<file path="src/rtl/abus_mem_pkg.sv">
package abus_mem_pkg;
  localparam int ADDR_W = 16;
  localparam int DATA_W = 8;

  typedef enum logic [1:0] {SRC_NONE, SRC_MEM, SRC_ADDR, SRC_EXT} dbus_src_e;

  // Boot image: little-endian jump to the base of the writable region, then a filler pattern.
  function automatic logic [DATA_W-1:0] rom_byte(input int unsigned idx,
                                                 input logic [DATA_W-1:0] jmp_op);
    case (idx)
      0: return jmp_op;
      1: return 8'h00;
      2: return 8'h80;
      default: return 8'((idx * 37 + 11) % 256);
    endcase
  endfunction
endpackage

</file>
<file path="src/rtl/abus_addr_path.sv">
module abus_addr_path
  import abus_mem_pkg::*;
(
  input  logic              clk,
  input  logic              rst_n,
  input  logic [ADDR_W-1:0] pc_addr,
  input  logic [ADDR_W-1:0] ar_addr,
  input  logic              pc_drive,
  input  logic              ar_drive,
  input  logic              run_mode,
  input  logic [ADDR_W-1:0] sw_addr,
  output logic [ADDR_W-1:0] abus,
  output logic [ADDR_W-1:0] mem_addr,
  output logic              ram_sel,
  output logic              abus_clash
);
  always_comb begin
    if (pc_drive)      abus = pc_addr;
    else if (ar_drive) abus = ar_addr;
    else               abus = '0;
  end

  always_comb begin
    mem_addr   = run_mode ? abus : sw_addr;
    ram_sel    = mem_addr[ADDR_W-1];
    abus_clash = pc_drive & ar_drive;
  end

  // with no driver the run-mode address is zero
  a_r4_idle_bus: assert property (@(posedge clk) disable iff (!rst_n)
    run_mode && !pc_drive && !ar_drive |-> mem_addr == '0);
  // manual mode ignores the address bus entirely
  a_r5_manual_src: assert property (@(posedge clk) disable iff (!rst_n)
    !run_mode |-> mem_addr == sw_addr);
endmodule

</file>
<file path="src/rtl/abus_rom.sv">
module abus_rom
  import abus_mem_pkg::*;
#(
  parameter int ROM_AW = 4,
  parameter logic [DATA_W-1:0] JMP_OP = 8'h60
) (
  input  logic [ROM_AW-1:0] idx,
  output logic [DATA_W-1:0] rdata
);
  localparam int ROM_DEPTH = 1 << ROM_AW;

  logic [DATA_W-1:0] rom_mem [ROM_DEPTH];

  for (genvar i = 0; i < ROM_DEPTH; i++) begin : g_rom
    assign rom_mem[i] = rom_byte(i, JMP_OP);
  end

  assign rdata = rom_mem[idx];
endmodule

</file>
<file path="src/rtl/abus_ram.sv">
module abus_ram
  import abus_mem_pkg::*;
#(
  parameter int RAM_AW = 8
) (
  input  logic              clk,
  input  logic              rst_n,
  input  logic              we,
  input  logic [RAM_AW-1:0] idx,
  input  logic [DATA_W-1:0] wdata,
  output logic [DATA_W-1:0] rdata
);
  localparam int RAM_DEPTH = 1 << RAM_AW;

  logic [DATA_W-1:0] ram_mem [RAM_DEPTH];

  always_ff @(posedge clk) begin
    if (!rst_n) begin
      for (int i = 0; i < RAM_DEPTH; i++) ram_mem[i] <= '0;
    end else if (we) begin
      ram_mem[idx] <= wdata;
    end
  end

  assign rdata = ram_mem[idx];

  // without a write the addressed byte cannot change
  a_r3_ram_hold: assert property (@(posedge clk) disable iff (!rst_n)
    !we ##1 $stable(idx) |-> $stable(rdata));
endmodule

</file>
<file path="src/rtl/abus_dbus_arb.sv">
module abus_dbus_arb
  import abus_mem_pkg::*;
(
  input  logic              clk,
  input  logic              rst_n,
  input  logic              mem_out,
  input  logic              addr_out,
  input  logic              ext_drive,
  input  logic [DATA_W-1:0] mem_byte,
  input  logic [DATA_W-1:0] addr_byte,
  input  logic [DATA_W-1:0] ext_data,
  output logic [DATA_W-1:0] dbus,
  output logic              dbus_oe,
  output logic              dbus_clash
);
  localparam int N_DRV = 3;
  localparam int CNT_W = $clog2(N_DRV + 1);

  logic [N_DRV-1:0] req;
  logic [CNT_W-1:0] part [N_DRV+1];
  dbus_src_e        src;

  assign req     = {ext_drive, addr_out, mem_out};
  assign part[0] = '0;
  for (genvar i = 0; i < N_DRV; i++) begin : g_cnt
    assign part[i+1] = part[i] + CNT_W'(req[i]);
  end

  always_comb begin
    if (mem_out)        src = SRC_MEM;
    else if (addr_out)  src = SRC_ADDR;
    else if (ext_drive) src = SRC_EXT;
    else                src = SRC_NONE;
  end

  always_comb begin
    case (src)
      SRC_MEM:  dbus = mem_byte;
      SRC_ADDR: dbus = addr_byte;
      SRC_EXT:  dbus = ext_data;
      default:  dbus = '0;
    endcase
    dbus_oe    = (src == SRC_MEM) || (src == SRC_ADDR);
    dbus_clash = part[N_DRV] > CNT_W'(1);
  end

  // the block only drives when one of its own sources is enabled
  a_r11_oe_own: assert property (@(posedge clk) disable iff (!rst_n)
    dbus_oe |-> (mem_out || addr_out));
  // a single requester never raises the clash flag
  a_r9_single_ok: assert property (@(posedge clk) disable iff (!rst_n)
    $onehot0(req) |-> !dbus_clash);
endmodule

</file>
<file path="src/rtl/abus_mem_subsys.sv">
module abus_mem_subsys
  import abus_mem_pkg::*;
#(
  parameter int RAM_AW = 8,
  parameter int ROM_AW = 4,
  parameter logic [7:0] JMP_OP = 8'h60
) (
  input  logic        clk,
  input  logic        rst_n,
  input  logic [15:0] pc_addr,
  input  logic [15:0] ar_addr,
  input  logic        pc_drive,
  input  logic        ar_drive,
  input  logic        run_mode,
  input  logic [15:0] sw_addr,
  input  logic [7:0]  sw_data,
  input  logic        mem_wr,
  input  logic        mem_out,
  input  logic        addr_out,
  input  logic        hi_sel,
  input  logic        ext_drive,
  input  logic [7:0]  ext_data,
  output logic [7:0]  dbus,
  output logic        dbus_oe,
  output logic [15:0] mem_addr,
  output logic [7:0]  mem_data,
  output logic        manual_drive,
  output logic        abus_clash,
  output logic        dbus_clash
);
  logic [ADDR_W-1:0] abus;
  logic              ram_sel;
  logic [DATA_W-1:0] rom_rdata, ram_rdata, addr_byte, wr_byte;
  logic              ram_we;

  abus_addr_path u_addr (
    .clk        (clk),
    .rst_n      (rst_n),
    .pc_addr    (pc_addr),
    .ar_addr    (ar_addr),
    .pc_drive   (pc_drive),
    .ar_drive   (ar_drive),
    .run_mode   (run_mode),
    .sw_addr    (sw_addr),
    .abus       (abus),
    .mem_addr   (mem_addr),
    .ram_sel    (ram_sel),
    .abus_clash (abus_clash)
  );

  abus_rom #(.ROM_AW(ROM_AW), .JMP_OP(JMP_OP)) u_rom (
    .idx   (mem_addr[ROM_AW-1:0]),
    .rdata (rom_rdata)
  );

  abus_ram #(.RAM_AW(RAM_AW)) u_ram (
    .clk   (clk),
    .rst_n (rst_n),
    .we    (ram_we),
    .idx   (mem_addr[RAM_AW-1:0]),
    .wdata (wr_byte),
    .rdata (ram_rdata)
  );

  always_comb begin
    mem_data     = ram_sel ? ram_rdata : rom_rdata;
    addr_byte    = hi_sel ? abus[ADDR_W-1 -: DATA_W] : abus[DATA_W-1:0];
    wr_byte      = run_mode ? dbus : sw_data;
    ram_we       = mem_wr & ram_sel;
    manual_drive = !run_mode & mem_wr & ram_sel;
  end

  abus_dbus_arb u_arb (
    .clk        (clk),
    .rst_n      (rst_n),
    .mem_out    (mem_out),
    .addr_out   (addr_out),
    .ext_drive  (ext_drive),
    .mem_byte   (mem_data),
    .addr_byte  (addr_byte),
    .ext_data   (ext_data),
    .dbus       (dbus),
    .dbus_oe    (dbus_oe),
    .dbus_clash (dbus_clash)
  );

  // a write into the read-only half leaves the addressed byte as it was
  a_r2_rom_untouched: assert property (@(posedge clk) disable iff (!rst_n)
    mem_wr && !mem_addr[ADDR_W-1] ##1 $stable(mem_addr) |-> $stable(mem_data));
  // a write into the writable half is visible after the edge
  a_r3_write_lands: assert property (@(posedge clk) disable iff (!rst_n)
    mem_wr && mem_addr[ADDR_W-1] ##1 $stable(mem_addr) |-> mem_data == $past(wr_byte));
  // the switch path is released unless a manual write is accepted
  a_r8_release: assert property (@(posedge clk) disable iff (!rst_n)
    manual_drive |-> !run_mode && mem_wr && mem_addr[ADDR_W-1]);
  // a memory read puts the addressed byte on the data bus
  a_r6_mem_on_bus: assert property (@(posedge clk) disable iff (!rst_n)
    mem_out |-> dbus == mem_data && dbus_oe);
endmodule

</file>
<file path="config.mk">
export PLATFORM = sky130hd
export DESIGN_NAME = abus_mem_subsys
export DESIGN_NICKNAME = d
export VERILOG_FILES = /design/src/rtl/abus_mem_pkg.sv /design/src/rtl/abus_addr_path.sv /design/src/rtl/abus_rom.sv /design/src/rtl/abus_ram.sv /design/src/rtl/abus_dbus_arb.sv /design/src/rtl/abus_mem_subsys.sv
export SDC_FILE = /design/constraint.sdc
export NUM_CORES = 2
export LEC_CHECK = 0
export BUFFER_PORTS_ARGS = -buffer_cell sky130_fd_sc_hd__buf_4
export CAP_MARGIN = 20
export CORE_MARGIN = 2
export CORE_UTILIZATION = 40
export CTS_BUF_LIST = sky130_fd_sc_hd__clkbuf_16
export CTS_CLUSTER_SIZE = 10
export DETAILED_ROUTE_END_ITERATION = 10
export GPL_TIMING_DRIVEN = 0
export PLACE_DENSITY = 0.64
export SLEW_MARGIN = 10
export SYNTH_ARGS = -nofsm -noshare
export SYNTH_HDL_FRONTEND = slang
export SYNTH_HIERARCHICAL = 1
export SYNTH_SLANG_ARGS = --single-unit
</file>
<file path="constraint.sdc">
create_clock -name clk -period 5.97 [get_ports clk]
set_input_delay 0 -clock clk [delete_from_list [all_inputs] [get_ports clk]]
set_output_delay 0 -clock clk [all_outputs]
set_load 0.01 [all_outputs]
</file>
**Word level (Yosys, flattened, before mapping)**

Memories as Yosys holds them, arrays and structs flattened.
Index checks and enable logic that the tools add are counted.

- Memory bits (writable): 2048
- Memory bits (read-only): 128
- Register bits after elaboration: 0
- Output and inout port bits: 36
- Memories kept: 2

- Magnitude comparators: 2
- Mux-type cells: 19
- Bitwise operators: 5
- Add/subtract/negate cells: 2
- Reduce and logical (&&, ||, !) cells: 3
- Equal/unequal tests: 3

Memory list:

| memory | depth | bits a word | read ports | clocked after Yosys merged registers in | wr ports | line | source |
|---|---|---|---|---|---|---|---|
| u_ram.ram_mem | 256 | 8 | 1 | 0 | 256 | abus_ram.sv:15 | `logic [DATA_W-1:0] ram_mem [RAM_DEPTH];` |
| (no name shown) | 16 | 8 | 1 | 0 | 0 | abus_rom.sv:18 | `assign rdata = rom_mem[idx];` |

Operators by type and width:

| kind | number |
|---|---|
| 8-bit 2-to-1 mux | 7 |
| 16-bit 2-to-1 mux | 3 |
| 8-bit case mux with 3 select lines | 1 |
| 8-bit OR reduction | 1 |
| 2-bit 2-to-1 mux | 3 |
| 5-bit >= comparator, second input constant | 1 |
| 1-bit 2-to-1 mux | 5 |
| 4-bit inverter with 5-bit output | 1 |
| 1-bit AND | 4 |
| 2-bit equality test, second input constant | 2 |
| 1-bit by 1-bit adder with 2-bit output | 1 |
| 2-bit by 1-bit adder with 2-bit output | 1 |
| 2-bit by 1-bit equality test with 1-bit output, second input constant | 1 |
| 2-bit by 1-bit greater-than comparator with 1-bit output, second input constant | 1 |
| 1-bit zero test | 1 |
| 1-bit logical OR | 1 |

**Logic depth before layout (Yosys ltp)**

- Depth in word-level cells: 11
- Mapped depth: 19

**Cells and area by module**

Netlist, hierarchy kept.

Modules (own cells, without submodules):

| module | times used | cells each | area an instance (um2) |
|---|---|---|---|
| abus_ram | 1 | 6215 | 93764.9 |
| abus_addr_path | 1 | 90 | 470.5 |
| abus_mem_subsys | 1 | 29 | 411.6 |
| abus_dbus_arb | 1 | 39 | 279.0 |
| abus_rom | 1 | 33 | 271.5 |

**Worst setup path after synthesis**

Ideal clock, no wire load.

- Path kind: input port to flip-flop
- Start point: input ar_drive
- End point: memory u_ram.ram_mem[196][6], data pin
- Required time: 5.715 ns
- Path buffers: 6
- Arrival: 4.220 ns
- Setup slack: 1.494 ns
- Stages: 18
- Library setup time: 0.255 ns
- Path through: buf_4 > nand3b_1 > a31oi_1 > buf_2 > clkbuf_1 > clkbuf_1 > mux4_2 > a22oi_1 > a21oi_1 > o41ai_1 > nand4_1 > mux2_4 > a22oi_1 > a21oi_1 > mux2_4 > clkbuf_1 > clkbuf_1 > and3_1

RTL lines:

| what | line | source |
|---|---|---|
| start: declaration | abus_mem_subsys.sv:13 | `input logic ar_drive,` |
| end: declaration | abus_ram.sv:15 |  |

==> flow_metrics.env <==
export IMPL_status="complete, but fails checks"
export IMPL_failed_checks="negative setup slack"
export IMPL_drtIter0Drc=11000
export IMPL_regArea_um2=61500
export IMPL_synth_seq_cells=2048
export IMPL_top_layer="met5"
export IMPL_timing_hold_violations_final=0
export IMPL_dp_hpwl_um=268100
export IMPL_synth_area_um2=95200
export IMPL_cp_top_family="buffers and inverters"
export IMPL_p_leak_nw=40.89
export IMPL_drv_cap=0
export IMPL_cts_buffers=229
export IMPL_p_per_area_nw_per_um2=304.1
export IMPL_ctsLongestPathBuffers=3
export IMPL_finalCritPeriodShare=1.058
export IMPL_die_area_um2=241900
export IMPL_drive_gt1_frac=0.1947
export IMPL_crit_top_cell="clkbuf_1"
export IMPL_synth_cell_types=39
export IMPL_portBuffers=106
export IMPL_wl_met2_um=162000
export IMPL_synth_edf_count=2048
export IMPL_syn_to_final_growth_pct=14.55
export IMPL_routed_via_density=6.389
export IMPL_cts_tree="yes"
export IMPL_largest_reg_flops=2048
export IMPL_first_global_vias=62860
export IMPL_final_cells=10250
export IMPL_place_ws_ps=-2533
export IMPL_path_cells="buf_4 > buf_2 > nand3b_1 > a31oi_2 > buf_8 > nor2b_1 > clkbuf_1 > clkbuf_1 > clkbuf_2 > a22oi_1 > a21oi_1 > o41ai_4 > nand4_1 > mux2_4 > a22oi_1 > a21oi_2 > buf_6 > mux2_4 > clkbuf_2 > clkbuf_1 > and2_1"
export IMPL_post_route_min_period_ps=6313
export IMPL_core_area_um2=237200
export IMPL_synth_top_area_frac=0.6460
export IMPL_drt_wirelength_per_cell_um=35.89
export IMPL_yosys_top_cells_area="edfxtp_1 65%, mux4_2 12%, and2_1 9.3%"
export IMPL_cts_root_buffer="clkbuf_16"
export IMPL_grt_overflow_total=0
export IMPL_antenna_left=0
export IMPL_slew_headroom=0.08667
export IMPL_ios=110
export IMPL_h_tree_depth=4
export IMPL_end_kind="register"
export IMPL_yosysWarnings=6
export IMPL_grt_total_usage=0.2981
export IMPL_final_util=0.4598
export IMPL_clk_pin_slew_ps=60
export IMPL_hp_class="primary input to register"
export IMPL_skew_ps=48.91
export IMPL_yosysSeqAreaShare=0.6460
export IMPL_grt_max_degree=17
export IMPL_critPathSlowestCell="clkbuf_1"
export IMPL_synthFlopType="edfxtp_1"
export IMPL_grt_pass1_wl_um=496000
export IMPL_synthCells=6406
export IMPL_crit_fanout=10
export IMPL_antenna_found_initial=59
export IMPL_gp_congestion=1.055
export IMPL_vdd_drop_max_mv=0.3392
export IMPL_regMostFlops="u_ram/ram_mem"
export IMPL_cpPeakStageDelay_ps=800
export IMPL_initial_core_util=0.4014
export IMPL_rows=179
export IMPL_multi_input_area_um2=31190
export IMPL_num_vias=65500
export IMPL_largest_registers="u_ram/ram_mem (2048)"
export IMPL_worst_slew_pin_slew_ps=1367
export IMPL_dp_cells=9871
export IMPL_required_ps=6740
export IMPL_die_h_um=491.8
export IMPL_cts_sinks=2048
export IMPL_wl_met1_um=121800
export IMPL_fmax_ghz=0.1584
export IMPL_tns_ps=-86970
export IMPL_drt_first_pass_iters=10
export IMPL_crit_buf_inv=9
export IMPL_crit_type="primary input to register"
export IMPL_synth_top_cell_by_area="edfxtp_1"
export IMPL_fp_dieW_um=491.8
export IMPL_fillers=20600
export IMPL_synth_async_reset_ratio=0
export IMPL_routed_wl_um=367900
export IMPL_finalSetupViolations=1011
export IMPL_maxSlewViolCount=0
export IMPL_arrival_ps=7080
export IMPL_yosysMostFrequentCell="edfxtp_1"
export IMPL_cp_start_kind="primary input"
export IMPL_avgSynthCellArea_um2=14.86
export IMPL_drc=0
export IMPL_dr_wl_met3_um=52740
export IMPL_clk_latency_ps=930
export IMPL_layout_setup_ws_ps=-343.4
export IMPL_netlist_top_cells_count="2048 x edfxtp_1, 1411 x and2_1, 640 x and3_1, 545 x clkbuf_1, 514 x mux4_2"
export IMPL_final_net_count=7035
export IMPL_hold_buffers=0
export IMPL_rsz0062_at_grt="yes"
export IMPL_synth_fp_nets=6490
==> per-layer routing <==
layer  up-vias  GRT usage
met5         -   0.008135
met2      5417     0.4413
li1      25420          -
met3      1354     0.1232
met4        16     0.2118
met1     33300     0.3500
==> tightest hold or removal path, delay by kind of cell <==
kind	cells	cell delay [ps]
buffers and inverters	2	470
multiplexers	1	310
AND/OR/NAND/NOR	1	190
==> cells in the final DEF (no fill, tap or decap), drive strengths merged, types with 2 or more instances in the layout <==
master and count:
or3b 8, nand2b 5, a21oi 137, o21ai 242, clkinv 17, nor2b 7
a22oi 264, o41ai 32, and3 640, nand3b 17, a31oi 16, mux4 514
nand2 99, nor2 222, mux2i 2, ha 10, mux2 24, a21o 2
or2 3, clkbuf 783, inv 46, nand4 9, buf 429, or3 2
edfxtp 2048, nor3 4, nand3 5, and2 1412, clkdlybuf4s15 4, diode 76
==> layout make-up <==
class                           instances  area share
Buffer                                668     0.02850
Clock buffer                          233     0.05347
Tap cell                             3167     0.03634
Multi-Input combinational cell       3681      0.2860
Clock inverter                         56    0.003752
Sequential cell                      2048      0.5640
Inverter                                8   0.0002754
Timing Repair Buffer                  315     0.02592
Antenna cell                           76    0.001744
==> logic make-up (layout without fill, tap and decap cells) <==
group / count (synthesis) / in the layout / synth area share
AOI/OAI and AO/OA: 696 / 696 / 0.04516
xor gates and xnor gates: 1 / 1 / 0.00009202
adders and majority gates: 10 / 10 / 0.001314
buffers and inverters: 677 / 1280 / 0.02984
DFF: 2048 / 2048 / 0.6460
muxes: 540 / 540 / 0.1256
other: 0 / 76 / 0
and+or+nand+nor: 2434 / 2434 / 0.1520
==> per-stage QoR <==
stage | hold slack [ps] | area, um2 | total power (W)
after detailed placement | 356.8 | 102000 | 0.02074
after global placement | 368.0 | 99960 | 0.02054
after floorplan | 134.8 | 95200 | 0.01863
final | 152.8 | 109000 | 0.03316
after global routing | 157.6 | 108900 | 0.03378
after CTS | 108.2 | 108600 | 0.03302
==> worst paths after layout <==
check             slack, ps  cells after the start                     to                  start
setup / recovery       -340                     21   u_ram/ram_mem[91][2]               pc_drive
hold reg to reg        2900                     12   u_ram/ram_mem[39][7]   u_ram/ram_mem[47][7]
setup reg to reg        330                     13   u_ram/ram_mem[91][1]  u_ram/ram_mem[175][1]
hold / removal          150                      4  u_ram/ram_mem[152][5]             sw_data[5]
==> power breakdown <==
part	switching [W]	total [W]	internal, W	leakage [nW]
registers	0.000128	0.0164	0.0162	21.4
clock network	0.00558	0.0124	0.00687	3.17
logic	0.00308	0.00436	0.00128	16.4
==> what timing repair did <==
item,in CTS,in global routing
setup buffers,2,0
gates resized for setup,120,70
cloned,0,0
pin swaps,8,9
setup endpoints to repair,2056,598
(Power assumes the default switching activity.)
